[src/rtl/insn_ctl_pkg.sv]
package insn_ctl_pkg;

   localparam int OPC_W   = 6;
   localparam int FNC_W   = 6;
   localparam int FNLO_W  = 4;
   localparam int AOP_W   = 3;
   localparam int ACT_W   = 3;

   typedef enum logic [OPC_W-1:0] {
      OPC_REGREG = 6'b000000,
      OPC_JMP    = 6'b000010,
      OPC_BEQ    = 6'b000100,
      OPC_ORI    = 6'b001101,
      OPC_LDW    = 6'b100011,
      OPC_STW    = 6'b101011
   } opc_e;

   typedef enum logic [AOP_W-1:0] {
      ACLS_ADD  = 3'b000,
      ACLS_SUB  = 3'b001,
      ACLS_OR   = 3'b010,
      ACLS_FUNC = 3'b100
   } acls_e;

   typedef enum logic [ACT_W-1:0] {
      ALU_AND = 3'b000,
      ALU_OR  = 3'b001,
      ALU_ADD = 3'b010,
      ALU_SUB = 3'b110,
      ALU_SLT = 3'b111
   } alu_e;

   typedef enum logic [FNLO_W-1:0] {
      FN_ADD = 4'b0000,
      FN_SUB = 4'b0010,
      FN_AND = 4'b0100,
      FN_OR  = 4'b0101,
      FN_SLT = 4'b1010
   } fn_e;

   typedef struct packed {
      logic  rd_sel;
      logic  opb_imm;
      logic  wb_mem;
      logic  reg_we;
      logic  mem_we;
      logic  br_req;
      logic  jmp_req;
      logic  sext;
      acls_e acls;
   } ctl_t;

   localparam ctl_t CTL_IDLE = '{rd_sel: 1'b0, opb_imm: 1'b0, wb_mem: 1'b0,
                                 reg_we: 1'b0, mem_we: 1'b0, br_req: 1'b0,
                                 jmp_req: 1'b0, sext: 1'b0, acls: ACLS_ADD};

endpackage

[src/rtl/insn_main_dec.sv]
module insn_main_dec
   import insn_ctl_pkg::*;
#(
   parameter int OP_W       = OPC_W,
   parameter bit DECODE_SOP = 1'b0
) (
   input  logic [OP_W-1:0] opcode_i,
   output ctl_t            ctl_o
);

   if (OP_W != OPC_W) begin : g_bad_opw
      $error("insn_main_dec: OP_W must equal the opcode field width");
   end

   if (DECODE_SOP) begin : g_sop
      logic is_rr, is_ori, is_ldw, is_stw, is_beq, is_jmp;

      always_comb begin
         is_rr  = (opcode_i == OPC_REGREG);
         is_ori = (opcode_i == OPC_ORI);
         is_ldw = (opcode_i == OPC_LDW);
         is_stw = (opcode_i == OPC_STW);
         is_beq = (opcode_i == OPC_BEQ);
         is_jmp = (opcode_i == OPC_JMP);
      end

      always_comb begin
         ctl_o         = CTL_IDLE;
         ctl_o.rd_sel  = is_rr;
         ctl_o.opb_imm = is_ori | is_ldw | is_stw;
         ctl_o.wb_mem  = is_ldw;
         ctl_o.reg_we  = is_rr | is_ori | is_ldw;
         ctl_o.mem_we  = is_stw;
         ctl_o.br_req  = is_beq;
         ctl_o.jmp_req = is_jmp;
         ctl_o.sext    = is_ldw | is_stw | is_beq;
         if (is_rr)       ctl_o.acls = ACLS_FUNC;
         else if (is_beq) ctl_o.acls = ACLS_SUB;
         else if (is_ori) ctl_o.acls = ACLS_OR;
         else             ctl_o.acls = ACLS_ADD;
      end
   end else begin : g_table
      always_comb begin
         ctl_o = CTL_IDLE;
         case (opcode_i)
            OPC_REGREG: begin
               ctl_o.rd_sel = 1'b1;
               ctl_o.reg_we = 1'b1;
               ctl_o.acls   = ACLS_FUNC;
            end
            OPC_ORI: begin
               ctl_o.opb_imm = 1'b1;
               ctl_o.reg_we  = 1'b1;
               ctl_o.acls    = ACLS_OR;
            end
            OPC_LDW: begin
               ctl_o.opb_imm = 1'b1;
               ctl_o.wb_mem  = 1'b1;
               ctl_o.reg_we  = 1'b1;
               ctl_o.sext    = 1'b1;
            end
            OPC_STW: begin
               ctl_o.opb_imm = 1'b1;
               ctl_o.mem_we  = 1'b1;
               ctl_o.sext    = 1'b1;
            end
            OPC_BEQ: begin
               ctl_o.br_req = 1'b1;
               ctl_o.sext   = 1'b1;
               ctl_o.acls   = ACLS_SUB;
            end
            OPC_JMP: begin
               ctl_o.jmp_req = 1'b1;
            end
            default: ctl_o = CTL_IDLE;
         endcase
      end
   end

   // the decoded control word never requests two state changes at once
   always_comb begin
      a_r11_one_effect: assert ($onehot0({ctl_o.mem_we, ctl_o.br_req, ctl_o.jmp_req}) &&
                                !(ctl_o.reg_we && ctl_o.mem_we))
         else $error("R11: conflicting control requests for opcode %b", opcode_i);
   end

endmodule

[src/rtl/insn_alu_dec.sv]
module insn_alu_dec
   import insn_ctl_pkg::*;
#(
   parameter int AW         = AOP_W,
   parameter int FW         = FNLO_W,
   parameter int CW         = ACT_W,
   parameter bit DECODE_SOP = 1'b0
) (
   input  logic [AW-1:0] acls_i,
   input  logic [FW-1:0] fn_lo_i,
   output logic [CW-1:0] alu_op_o
);

   if (AW != AOP_W || FW != FNLO_W || CW != ACT_W) begin : g_bad_w
      $error("insn_alu_dec: widths must match the class, function and operation codes");
   end

   if (DECODE_SOP) begin : g_sop
      logic by_fn, hit_sub, hit_or, hit_and, hit_slt;

      always_comb begin
         by_fn   = (acls_i == ACLS_FUNC);
         hit_sub = (acls_i == ACLS_SUB) | (by_fn & (fn_lo_i == FN_SUB));
         hit_or  = (acls_i == ACLS_OR)  | (by_fn & (fn_lo_i == FN_OR));
         hit_and = by_fn & (fn_lo_i == FN_AND);
         hit_slt = by_fn & (fn_lo_i == FN_SLT);
         alu_op_o[2] = hit_sub | hit_slt;
         alu_op_o[1] = ~(hit_and | hit_or);
         alu_op_o[0] = hit_or | hit_slt;
      end
   end else begin : g_table
      always_comb begin
         case (acls_i)
            ACLS_ADD: alu_op_o = ALU_ADD;
            ACLS_SUB: alu_op_o = ALU_SUB;
            ACLS_OR:  alu_op_o = ALU_OR;
            ACLS_FUNC: begin
               case (fn_lo_i)
                  FN_ADD:  alu_op_o = ALU_ADD;
                  FN_SUB:  alu_op_o = ALU_SUB;
                  FN_AND:  alu_op_o = ALU_AND;
                  FN_OR:   alu_op_o = ALU_OR;
                  FN_SLT:  alu_op_o = ALU_SLT;
                  default: alu_op_o = ALU_ADD;
               endcase
            end
            default: alu_op_o = ALU_ADD;
         endcase
      end
   end

   // outside the function-selected class, the result ignores the function bits
   always_comb begin
      if (acls_i == ACLS_SUB) begin
         a_r9_class_sub: assert (alu_op_o == ALU_SUB)
            else $error("R9: subtract class gave %b", alu_op_o);
      end
      if (acls_i == ACLS_OR) begin
         a_r9_class_or: assert (alu_op_o == ALU_OR)
            else $error("R9: or class gave %b", alu_op_o);
      end
   end

endmodule

[src/rtl/insn_ctl_dec.sv]
module insn_ctl_dec
   import insn_ctl_pkg::*;
#(
   parameter int OP_W       = OPC_W,
   parameter int FN_W       = FNC_W,
   parameter int ACT_W      = insn_ctl_pkg::ACT_W,
   parameter bit DECODE_SOP = 1'b0
) (
   input  logic [OP_W-1:0]  opcode_i,
   input  logic [FN_W-1:0]  func_i,
   output logic             rd_sel_o,
   output logic             opb_imm_o,
   output logic             wb_mem_o,
   output logic             reg_we_o,
   output logic             mem_we_o,
   output logic             br_req_o,
   output logic             jmp_req_o,
   output logic             sext_o,
   output logic [ACT_W-1:0] alu_op_o
);

   localparam int FN_LO = FNLO_W;

   if (FN_W != FNC_W) begin : g_bad_fnw
      $error("insn_ctl_dec: FN_W must equal the function field width");
   end

   ctl_t             ctl;
   logic [FN_LO-1:0] fn_lo;
   logic             unused_fn_hi;

   assign fn_lo        = func_i[FN_LO-1:0];
   assign unused_fn_hi = ^func_i[FN_W-1:FN_LO];

   insn_main_dec #(
      .OP_W       (OP_W),
      .DECODE_SOP (DECODE_SOP)
   ) u_main (
      .opcode_i (opcode_i),
      .ctl_o    (ctl)
   );

   insn_alu_dec #(
      .AW         (AOP_W),
      .FW         (FN_LO),
      .CW         (ACT_W),
      .DECODE_SOP (DECODE_SOP)
   ) u_alu (
      .acls_i   (ctl.acls),
      .fn_lo_i  (fn_lo),
      .alu_op_o (alu_op_o)
   );

   assign rd_sel_o  = ctl.rd_sel;
   assign opb_imm_o = ctl.opb_imm;
   assign wb_mem_o  = ctl.wb_mem;
   assign reg_we_o  = ctl.reg_we;
   assign mem_we_o  = ctl.mem_we;
   assign br_req_o  = ctl.br_req;
   assign jmp_req_o = ctl.jmp_req;
   assign sext_o    = ctl.sext;

   always_comb begin
      // the register-register opcode writes rd from two register operands
      if (opcode_i == OPC_REGREG) begin
         a_r1_regreg_write: assert (reg_we_o && rd_sel_o && !opb_imm_o && !mem_we_o)
            else $error("R1: register-register controls wrong");
      end
      // subtract function code through both levels
      if (opcode_i == OPC_REGREG && fn_lo == FN_SUB) begin
         a_r2_sub_func: assert (alu_op_o == ALU_SUB)
            else $error("R2: sub function gave %b", alu_op_o);
      end
      // a load takes write-back data from memory
      if (opcode_i == OPC_LDW) begin
         a_r5_load_wb: assert (wb_mem_o && reg_we_o && alu_op_o == ALU_ADD)
            else $error("R5: load controls wrong");
      end
      // a branch compares by subtraction
      if (opcode_i == OPC_BEQ) begin
         a_r7_branch_sub: assert (br_req_o && alu_op_o == ALU_SUB && !reg_we_o)
            else $error("R7: branch controls wrong");
      end
      // an opcode outside the set changes no state
      if (!(opcode_i inside {OPC_REGREG, OPC_ORI, OPC_LDW, OPC_STW, OPC_BEQ, OPC_JMP})) begin
         a_r10_unsupported_quiet: assert (!reg_we_o && !mem_we_o && !br_req_o && !jmp_req_o)
            else $error("R10: unsupported opcode %b drives a state change", opcode_i);
      end
   end

endmodule

[config.mk]
export PLATFORM = sky130hd
export DESIGN_NAME = insn_ctl_dec
export DESIGN_NICKNAME = d
export VERILOG_FILES = /design/src/rtl/insn_ctl_pkg.sv /design/src/rtl/insn_main_dec.sv /design/src/rtl/insn_alu_dec.sv /design/src/rtl/insn_ctl_dec.sv
export SDC_FILE = /design/constraint.sdc
export NUM_CORES = 1
export LEC_CHECK = 0
export BUFFER_PORTS_ARGS = -buffer_cell sky130_fd_sc_hd__buf_4
export CORE_AREA = 5 5 42 44
export DETAILED_ROUTE_END_ITERATION = 7
export DIE_AREA = 0 0 47 49
export PLACE_DENSITY = 0.53
export RECOVER_POWER = 100
export SYNTH_ARGS = -nofsm -noshare
export SYNTH_HDL_FRONTEND = slang
export SYNTH_SLANG_ARGS = --single-unit
export TNS_END_PERCENT = 1
[constraint.sdc]
create_clock -name vclk -period 1.3
set_input_delay 0.13 -clock vclk [all_inputs]
set_output_delay 0.13 -clock vclk [all_outputs]
set_load 0.02 [all_outputs]
# ---- Yosys cells after proc, flatten, opt, wreduce, memory -nomap -nowiden
# Index checks and enable logic that the tools add are counted.
dict set report totals {
  inputBits 12
  elab_cells 27
  output_inout_bits 11
  regBits 0
}
dict set report op_classes {
  eq_ne 12
  mux 11
  reduce_logical 4
}
# op count
set op_table {}
lappend op_table {{3-bit case mux with 3 select lines} 2}
lappend op_table {{6-bit equality test, second input constant} 2}
lappend op_table {{3-bit case mux with 4 select lines} 1}
lappend op_table {{3-bit OR reduction} 3}
lappend op_table {{4-bit by 3-bit equality test with 1-bit output, second input constant} 2}
lappend op_table {{1-bit two-way mux} 8}
lappend op_table {{6-bit by 2-bit equality test with 1-bit output, second input constant} 1}
lappend op_table {{6-bit by 3-bit equality test with 1-bit output, second input constant} 1}
lappend op_table {{6-bit by 4-bit equality test with 1-bit output, second input constant} 1}
lappend op_table {{6-bit logical NOT} 1}
lappend op_table {{4-bit by 2-bit equality test with 1-bit output, second input constant} 1}
lappend op_table {{4-bit equality test, second input constant} 1}
lappend op_table {{3-bit by 1-bit equality test with 1-bit output, second input constant} 1}
lappend op_table {{3-bit by 2-bit equality test with 1-bit output, second input constant} 1}
lappend op_table {{3-bit equality test, second input constant} 1}

# ---- Logic depth before layout (Yosys ltp)
dict set report depth {
  ltp_word 4
  ltp_mapped 4
  mapped_depth_nobuf 4
}

# ---- By module
# From an unflattened synthesis, not the netlist that was laid out.
dict set report unflattened {
  cells_unflattened 38
  area_unflattened_um2 249.0
}
# module seq_area_each_um2 cells_each area_each_um2 n_inst
set by_module_without_submodules {}
lappend by_module_without_submodules {insn_main_dec 0.0 27 168.9 1}
lappend by_module_without_submodules {insn_alu_dec 0.0 11 80.1 1}

# ---- Worst setup path before layout
# No wires, ideal clock.
dict set report synth_path {
  kind {in2out}
  start {in opcode_i[3]}
  end {out alu_op_o[1]}
  required_time_ns 1.170
  path_buffers 0
  path_slack_ns -0.102
  arrival_time_ns 1.272
  stages 4
  path_cell_list {or4_4 or3_4 inv_2 a21boi_1}
}
dict set report synth_via {
  elab_chain_len 4
  word_cells_on_any_way 8
  classes_between {5 x eq/ne; 2 x mux; 1 x reduce/logical}
}
# element line_no
set synth_rtl {}
lappend synth_rtl {{from (decl)} insn_ctl_dec.sv:9} ;# input logic [OP_W-1:0] opcode_i,
lappend synth_rtl {{6-bit by 3-bit equality test with 1-bit output (tied with other cells)} insn_main_dec.sv:45} ;# case (opcode_i)
lappend synth_rtl {{3-bit case mux with 3 select lines (*)} insn_main_dec.sv:45}
lappend synth_rtl {{3-bit equality test (tied with other cells)} insn_alu_dec.sv:33} ;# case (acls_i)
lappend synth_rtl {{3-bit case mux with 3 select lines (*)} insn_alu_dec.sv:33}
lappend synth_rtl {{to (decl)} insn_ctl_dec.sv:19} ;# output logic [ACT_W-1:0] alu_op_o
# Mark *: on every way between the ends. The rest lies on a longest branch, timed or not.

# ---- Worst setup path in the final report
dict set report layout_path {
  start {in opcode_i[3]}
  end {out alu_op_o[0]}
}
# The elaborated chain is that of the path after synthesis.

==> qor.yml <==
run_status:
  outcome: "finished with violations"
  violations: "negative setup slack"
yosys:
  ys_seq_area_frac: 0
  syn_avg_cell_area_sq_um: 6.580
  synth_area_sq_um: 177.7
  syn-num-nets: 39
  ys_types: 19
  yosys_warnings: 0
  syn_inst: 27
cells_and_area:
  sequential_cell_total: 0
  area.growth.synth_to_final_pct: 149.3
  clock_buffers: 0
  drive_gt1_frac: 0.6000
  fin_nets: 69
  antenna_cells_inserted: 0
  seqCellArea_sq_um: 0
  finalNonFillerCells: 71
power:
  total_power_mw: 0.09333
  peakVddDrop_uv: 92.48
  powerDensity_nw_per_um2: 210.7
  p_leak_nw: 0.2098
sta:
  holdWs_ns: 0.6261
  fin_ws_ns: -0.2434
  final.period_utilization: 1.187
  rsz0062_at_grt: "true"
  finalSetupViolations: 7
  hold_violations: 0
  fin_crit_ns: 1.543
  tightestPinTransition_ns: 0.2750
  slew_viol_final: 0
  max_freq_ghz: 0.6479
  max-slew-margin-rel: 0.8167
  finalSetupTns_ns: -1.036
flow_run:
  cap_viol_max_count: 0
global_route:
  grtUsageTotal: 0.06316
  grt_pass1_vias: 293
  antenna_found_initial: 0
  grt_pass1_wl_mm: 1.200
  grt-ovfl-total: 0
  grt_max_degree: 6
setup_path:
  crit_required_ns: 1.17
  cp-endpoint: "alu_op_o[0]"
  crit_path_start: "opcode_i[3]"
  cp-end-kind: "output pin"
  critPathMaxFanout: 3
  crit_arrival_ns: 1.41
  setup.worst_path.start_class: "input pin"
  critical_path_class: "in -> out"
floorplanning:
  dieArea_sq_um: 2303
  die_w_microns: 47
  core-area_sq_um: 1401
  num_rows: 14
  io_pins: 23
  start_util: 0.1268
  fp.dieH_microns: 49
placed_design:
  pre_cts_slack_ns: -0.2736
  dp_hpwl_microns: 640
  gp_congestion: 0.7740
  portBuffers: 21
  dp.cells: 71
route:
  drcViolationCount: 0
  vias: 298
  wl_microns: 751
  dr.pass1.iters: 1
  wl_per_cell_microns: 10.58
  viasPerCell: 4.197
  ant_nets: 0
  drtIter0Drc: 0
clocking:
  holdBufCountCts: 0
min_path:
  min_path_type: "in -> out"
==> area by class of cell <==
type | count | area (sq um)
fillers | 159 | 958.4
inverters | 2 | 10.01
multi-input cells | 25 | 195.2
well taps | 16 | 20.02
repair buffers | 28 | 217.7
==> placed cells by master, fill, tap and decap left out <==
cell,n
and3b_1,2
nor3b_1,3
buf_4,20
and3_1,1
nor3_2,2
nand3_1,1
a2bb2oi_1,1
or3_4,1
o21a_1,1
nor2b_1,2
buf_6,5
o21ai_4,1
nor2_1,4
inv_1,1
or4_4,2
inv_4,1
o211ai_1,1
nand2_1,1
clkbuf_1,3
a22oi_1,1
a21boi_2,1
==> cell usage after synthesis, drive strengths merged <==
cell type  n  area [sq um]
a21boi     1         7.510
or3        1         11.26
o21ai      1         8.760
nor3       2         10.01
or4        2         18.77
o211ai     1         7.510
nor2b      2         12.51
nor3b      3         22.52
inv        2         7.500
and3b      2         17.52
o21a       1         7.510
and3       1         6.260
nand2      1         3.750
a2bb2oi    1         8.760
nand3      1         5.000
nor2       4         15.01
a22oi      1         7.510
==> worst min path at each step <==
stage	to	depth (start not counted)	startpoint	slack [ns]
floorplan	sext_o	1	opcode_i[4]	0.34
global placement	wb_mem_o	4	opcode_i[3]	0.65
detailed placement	jmp_req_o	4	opcode_i[4]	0.64
CTS	jmp_req_o	4	opcode_i[2]	0.63
global route	jmp_req_o	4	opcode_i[2]	0.64
finish	jmp_req_o	4	opcode_i[2]	0.63
==> metal layers <==
metal,share of wire,track usage,vias up,wire length [microns]
li1,-,-,158,-
met1,0.46,0.1065,126,342
met2,0.44,0.09050,14,332
met3,0.10,0.003690,0,76
met4,0,0,0,0
met5,0,0,-,0
==> logic make-up (layout without fill, tap and decap cells) <==
kind of cell	after synthesis	count (layout)	synth area share
AO/OA/AOI/OAI	6	6	0.2677
buffers and inverters	2	30	0.04221
AND/OR/NAND/NOR	19	19	0.6901
==> power by group <==
group          switching (mW)  internal, mW
Clock                       0             0
Sequential                  0             0
Combinational          0.0401        0.0533
==> worst max-delay path: stages <==
cell     delay (ns)
buf_6          0.09
or4_4          0.52
or3_4          0.39
o21ai_4        0.16
buf_6          0.13
==> stage by stage <==
| stage | cell area, sq um | utilization |
|---|---|---|
| floorplan | 188.9 | - |
| global placement | 419.2 | 0.2991 |
| detailed placement | 419.2 | 0.2991 |
| CTS | 447.9 | 0.3196 |
| global route | 442.9 | 0.3161 |
| finish | 442.9 | 0.3161 |
==> timing repair <==
item	CTS	global route
setup endpoints to repair	7	8
setup buffers	0	0
gates resized for setup	7	2
endpoints found under the hold margin	0	0
(Power assumes the default switching activity.)
